<file path="config.mk">
export PLATFORM = sky130hd
export DESIGN_NAME = prio_mem_arb
export DESIGN_NICKNAME = d
export VERILOG_FILES = /design/src/rtl/prio_arb_pkg.sv /design/src/rtl/prio_arb_stall_ctr.sv /design/src/rtl/prio_arb_level_map.sv /design/src/rtl/prio_arb_pick.sv /design/src/rtl/prio_mem_arb.sv
export SDC_FILE = /design/constraint.sdc
export NUM_CORES = 1
export LEC_CHECK = 0
export ABC_AREA = 1
export BUFFER_PORTS_ARGS = -buffer_cell sky130_fd_sc_hd__buf_4
export CAP_MARGIN = 20
export CORE_MARGIN = 10
export CORE_UTILIZATION = 57
export CTS_CLUSTER_DIAMETER = 100
export DETAILED_ROUTE_END_ITERATION = 8
export PLACE_DENSITY = 0.88
export SYNTH_ARGS = -nofsm -noshare
export SYNTH_HDL_FRONTEND = slang
export SYNTH_SLANG_ARGS = --single-unit
</file>
<file path="constraint.sdc">
create_clock -name clk -period 10.3 [get_ports clk]
set_input_delay 2.06 -clock clk [delete_from_list [all_inputs] [get_ports clk]]
set_output_delay 2.06 -clock clk [all_outputs]
set_load 0.01 [all_outputs]
</file>
<file path="src/rtl/prio_arb_pkg.sv">
package prio_arb_pkg;

    localparam int NUM_REQ_DEF = 3;
    localparam int PRIO_W      = 2;
    localparam int STALL_W_DEF = 4;

    typedef enum logic [1:0] {
        LVL_LOW  = 2'd0,
        LVL_MID  = 2'd1,
        LVL_HIGH = 2'd2,
        LVL_ESC  = 2'd3
    } level_e;

    typedef struct packed {
        logic   active;
        level_e lvl;
    } bid_t;

    function automatic level_e decode_prio(input logic [PRIO_W-1:0] code);
        level_e l;
        if (code[1])
            l = LVL_HIGH;
        else if (code[0])
            l = LVL_MID;
        else
            l = LVL_LOW;
        return l;
    endfunction

endpackage

</file>
<file path="src/rtl/prio_arb_stall_ctr.sv">
module prio_arb_stall_ctr #(
    parameter int STALL_W = 4
) (
    input  logic               clk,
    input  logic               rst,
    input  logic               req,
    input  logic               granted,
    input  logic [STALL_W-1:0] limit,
    output logic               escalated
);

    localparam logic [STALL_W-1:0] CNT_MAX = {STALL_W{1'b1}};

    logic [STALL_W-1:0] cnt_q;

    always_ff @(posedge clk) begin
        if (rst)
            cnt_q <= '0;
        else if (!req || granted)
            cnt_q <= '0;
        else if (cnt_q != CNT_MAX)
            cnt_q <= cnt_q + 1'b1;
    end

    assign escalated = req && (cnt_q >= limit);

endmodule

</file>
<file path="src/rtl/prio_arb_level_map.sv">
module prio_arb_level_map
    import prio_arb_pkg::*;
(
    input  logic              req,
    input  logic [PRIO_W-1:0] prio,
    input  logic              escalated,
    output bid_t              bid
);

    always_comb begin
        bid.active = req;
        if (escalated)
            bid.lvl = LVL_ESC;
        else
            bid.lvl = decode_prio(prio);
    end

endmodule

</file>
<file path="src/rtl/prio_arb_pick.sv">
module prio_arb_pick
    import prio_arb_pkg::*;
#(
    parameter int NUM_REQ = 3,
    parameter int IDX_W   = 2
) (
    input  bid_t [NUM_REQ-1:0] bids,
    output logic [NUM_REQ-1:0] grant,
    output logic               any,
    output logic [IDX_W-1:0]   idx
);

    level_e best_lvl;

    always_comb begin
        any      = 1'b0;
        idx      = '0;
        best_lvl = LVL_LOW;
        for (int i = 0; i < NUM_REQ; i++) begin
            if (bids[i].active && (!any || (bids[i].lvl > best_lvl))) begin
                any      = 1'b1;
                idx      = IDX_W'(i);
                best_lvl = bids[i].lvl;
            end
        end
        grant = '0;
        if (any)
            grant[idx] = 1'b1;
    end

endmodule

</file>
<file path="src/rtl/prio_mem_arb.sv">
module prio_mem_arb
    import prio_arb_pkg::*;
#(
    parameter int NUM_REQ = NUM_REQ_DEF,
    parameter int STALL_W = STALL_W_DEF,
    localparam int IDX_W  = (NUM_REQ > 1) ? $clog2(NUM_REQ) : 1
) (
    input  logic                       clk,
    input  logic                       rst,
    input  logic [NUM_REQ-1:0]         req_i,
    input  logic [NUM_REQ*PRIO_W-1:0]  cfg_prio_i,
    input  logic [NUM_REQ*STALL_W-1:0] cfg_stall_i,
    output logic [NUM_REQ-1:0]         grant_o,
    output logic                       mem_req_o,
    output logic [IDX_W-1:0]           mem_idx_o
);

    bid_t [NUM_REQ-1:0] bids;
    logic [NUM_REQ-1:0] esc;
    logic [NUM_REQ-1:0] pick_grant;
    logic               pick_any;
    logic [IDX_W-1:0]   pick_idx;

    for (genvar g = 0; g < NUM_REQ; g++) begin : g_port
        prio_arb_stall_ctr #(.STALL_W(STALL_W)) u_ctr (
            .clk       (clk),
            .rst       (rst),
            .req       (req_i[g]),
            .granted   (grant_o[g]),
            .limit     (cfg_stall_i[g*STALL_W +: STALL_W]),
            .escalated (esc[g])
        );

        prio_arb_level_map u_map (
            .req       (req_i[g]),
            .prio      (cfg_prio_i[g*PRIO_W +: PRIO_W]),
            .escalated (esc[g]),
            .bid       (bids[g])
        );
    end

    prio_arb_pick #(.NUM_REQ(NUM_REQ), .IDX_W(IDX_W)) u_pick (
        .bids  (bids),
        .grant (pick_grant),
        .any   (pick_any),
        .idx   (pick_idx)
    );

    assign grant_o   = rst ? '0 : pick_grant;
    assign mem_req_o = !rst && pick_any;
    assign mem_idx_o = pick_idx;

endmodule

</file>
==> impl_results.md <==
* Status: completed
* Die span in x at 65.0 microns
* Area leader, netlist: dfxtp_1
* Clock slew at reported path FFs at 0.07 ns
* Multi-input logic area at 756 sq um
* Core area at 1940 sq um
* DRT iter0 DRCs at 22
* Leak pwr at 0.820 nW
* Syn Area/Cell at 6.99 sq um
* Post-synth net total at 207
* Remaining DRCs at 0
* Fin Setup TNS at 0 ns
* Largest net degree at the start of global routing at 8
* Fmax at 148 MHz
* Most instantiated library cell after synthesis: inv_1
* EDFF count, synth at 0
* Root Buffer: clkbuf_4
* Synth top area share at 20.8%
* FF-to-FF path depth at 24
* Final ANT Viol Nets at 0
* Post-CTS resize count at 0
* Placed cell count at 217
* CTS tree: done
* Height of the die at 65.0 microns
* Antenna diode count at 0
* Max Slew Vio Count at 0
* Hold violation count in the final report at 0
* Grt ovf at 0
* Vias per Instance at 5.00
* YS warnings at 0
* # rows at 16
* Max reg flops at 12
* Mapped Cells at 165
* Most flops, register: g_port.u_ctr.cnt_q
* Category of the worst setup path launch point: primary input
* Worst slew pin tran at 0.218 ns
* Via count of the first global-routing pass at 1074
* Endpoints failing setup at 0
* Max Buffers Root-to-Sink at 2
* Post-synth top cells: inv_1, nand2_1, ha_1
* Hold_ws at 0.553 ns
* Synth area leaders: dfxtp_1, ha_1, inv_1
* Initial Util at 59.4%
* Num CTS Buffers at 3
* Max-Cap Viols at 0
* Setup Fix Bufs, Post-CTS at 0
* Ports at 29
* Leading register cell type out of synthesis: dfxtp_1
* Worst Setup SP: cfg_stall_i[7]
* Synthesized flop and latch total at 12
* Sequential cell area at 240 sq um
* First-pass GRT wire length at 4340 microns
* NumNets Final at 237
* Distinct cells, synth at 25
* Reg2reg end: g_port[2].u_ctr.cnt_q[2]
* GRT Total Usage at 12.5%
* R2R setup slack at 7.34 ns
* Largest registers: g_port.u_ctr.cnt_q (12)
* Clk Latency, worst-skew pair at 0.28 ns
* CP Max Fanout at 5
* Post-cts hold buffer count at 0
* Placement Setup Slack at 3.54 ns
* Unrepaired setup endpoints after global routing: no
* CTS H-tree lvls at 1
* Layout cells sized above 1 at 25.8%
* Initial antenna violation count at 0
* Sequential fraction of the synthesis area at 20.8%
* Number of iterations in the first detailed-routing pass at 4
* Crit share post-route at 65.7%
* Max-slew headroom at 85.4%
* CP endpoint kind: output port
* Fillers at 166
* Fin crit period at 6.76 ns
* Fin cells at 221
* PwrDens at 92.4 nW/um^2
* Critical Setup Path Class: in -> out
* RR Startpoint: g_port[1].u_ctr.cnt_q[3]
* VDD IR-drop max at 0.0000560 V
* Routed via count at 1104
* Area delta synth->final at 22.3%
* Crit path arrival time at 4.70 ns
* Post-synth ARST share at 0%
* IO Port Bufs at 28
* Die area at 4220 sq um
* Worst Clk Skew at 0.00528 ns
* Final wirelength at 2580 microns
* CP required at 8.24 ns
* DP Wirelength at 2290 microns
* Routability cong. at 0.733
* Fin worst setup slack at 3.54 ns
* Routed WL per cell at 11.7 microns
* Hold crit path type: reg -> reg
* Sink Count at 12
* Mapped Area at 1150 sq um
* CP endpoint: grant_o[1]
* Layout Utilization at 72.7%
==> how the worst min path moves through the flow <==
stage                                   from                        to  slack [ns]  cells past startpoint
floorplan           g_port[2].u_ctr.cnt_q[3]  g_port[2].u_ctr.cnt_q[1]        0.50                      2
global placement    g_port[2].u_ctr.cnt_q[3]  g_port[2].u_ctr.cnt_q[1]        0.53                      2
detailed placement  g_port[2].u_ctr.cnt_q[3]  g_port[2].u_ctr.cnt_q[1]        0.55                      2
CTS                 g_port[2].u_ctr.cnt_q[3]  g_port[2].u_ctr.cnt_q[1]        0.55                      2
global route        g_port[2].u_ctr.cnt_q[1]  g_port[2].u_ctr.cnt_q[1]        0.59                      2
finish              g_port[2].u_ctr.cnt_q[3]  g_port[2].u_ctr.cnt_q[1]        0.55                      2
==> power by group <==
group          internal [W]  switching, W  leakage [nW]  total [W]
combinational     0.0000204     0.0000230         0.702  0.0000435
clock             0.0000215     0.0000163        0.0210  0.0000378
sequential        0.0000477    0.00000136        0.0974  0.0000491
total             0.0000897     0.0000407         0.820   0.000130
==> routing by layer <==
metal  global-route usage (%)  wire [microns]  vias to the layer above
li1                         -               -                      580
met5                        0               0                        -
met4                     7.22              59                        0
met3                     1.55             104                        5
met2                     23.5            1350                       31
met1                     13.0            1070                      488
==> placed cells by master, fill, tap and decap left out, types with 3 or more instances in the layout <==
cell type / instances
clkbuf_4: 3
o21ai_0: 3
nand2_1: 29
nor2_1: 14
buf_4: 28
nand3_1: 13
inv_1: 34
a21oi_1: 7
xor2_1: 3
nand2_2: 6
ha_1: 19
dfxtp_1: 12
nand4_1: 4
==> critical path, stage by stage <==
cell,delay (ns)
buf_4,0.08
inv_1,0.03
ha_1,0.29
nand2_1,0.07
inv_1,0.05
nand3_1,0.06
nand3_1,0.10
nand2_1,0.11
nand2_1,0.07
ha_1,0.31
nand2_1,0.08
nand2_1,0.05
nand2_1,0.05
nand2_1,0.06
nand2_2,0.10
inv_2,0.06
nand3_1,0.08
nand2_1,0.06
ha_1,0.28
nand2_1,0.07
nand2_1,0.04
nand2_1,0.06
nand2_2,0.06
nand2_4,0.09
nand2_2,0.09
nor2_1,0.10
buf_4,0.13
==> per-stage QoR <==
| step | cell area, sq um | power [W] |
|---|---|---|
| floorplan | 1150 | 0.0000784 |
| global placement | 1380 | 0.0000915 |
| detailed placement | 1380 | 0.0000940 |
| CTS | 1410 | 0.000131 |
| global route | 1410 | 0.000138 |
| finish | 1410 | 0.000130 |
==> cells by family after synthesis <==
| kind of cell | synth area share, % |
|---|---|
| AO/OA/AOI/OAI | 7.05 |
| flip-flops | 20.8 |
| XOR/XNOR | 3.80 |
| multiplexers | 2.82 |
| adder cells (fa/ha/maj) | 20.6 |
| buffers and inverters | 13.7 |
| AND/OR/NAND/NOR | 31.2 |
==> layout make-up <==
cell class	instances	area share [%]
well taps	27	2.39
inverters	36	9.57
flip-flops and latches	12	17.0
clock buffers	4	2.57
multi-input cells	114	53.5
repair buffers	28	14.9
No activity file was read; power rests on OpenSTA's default activity.
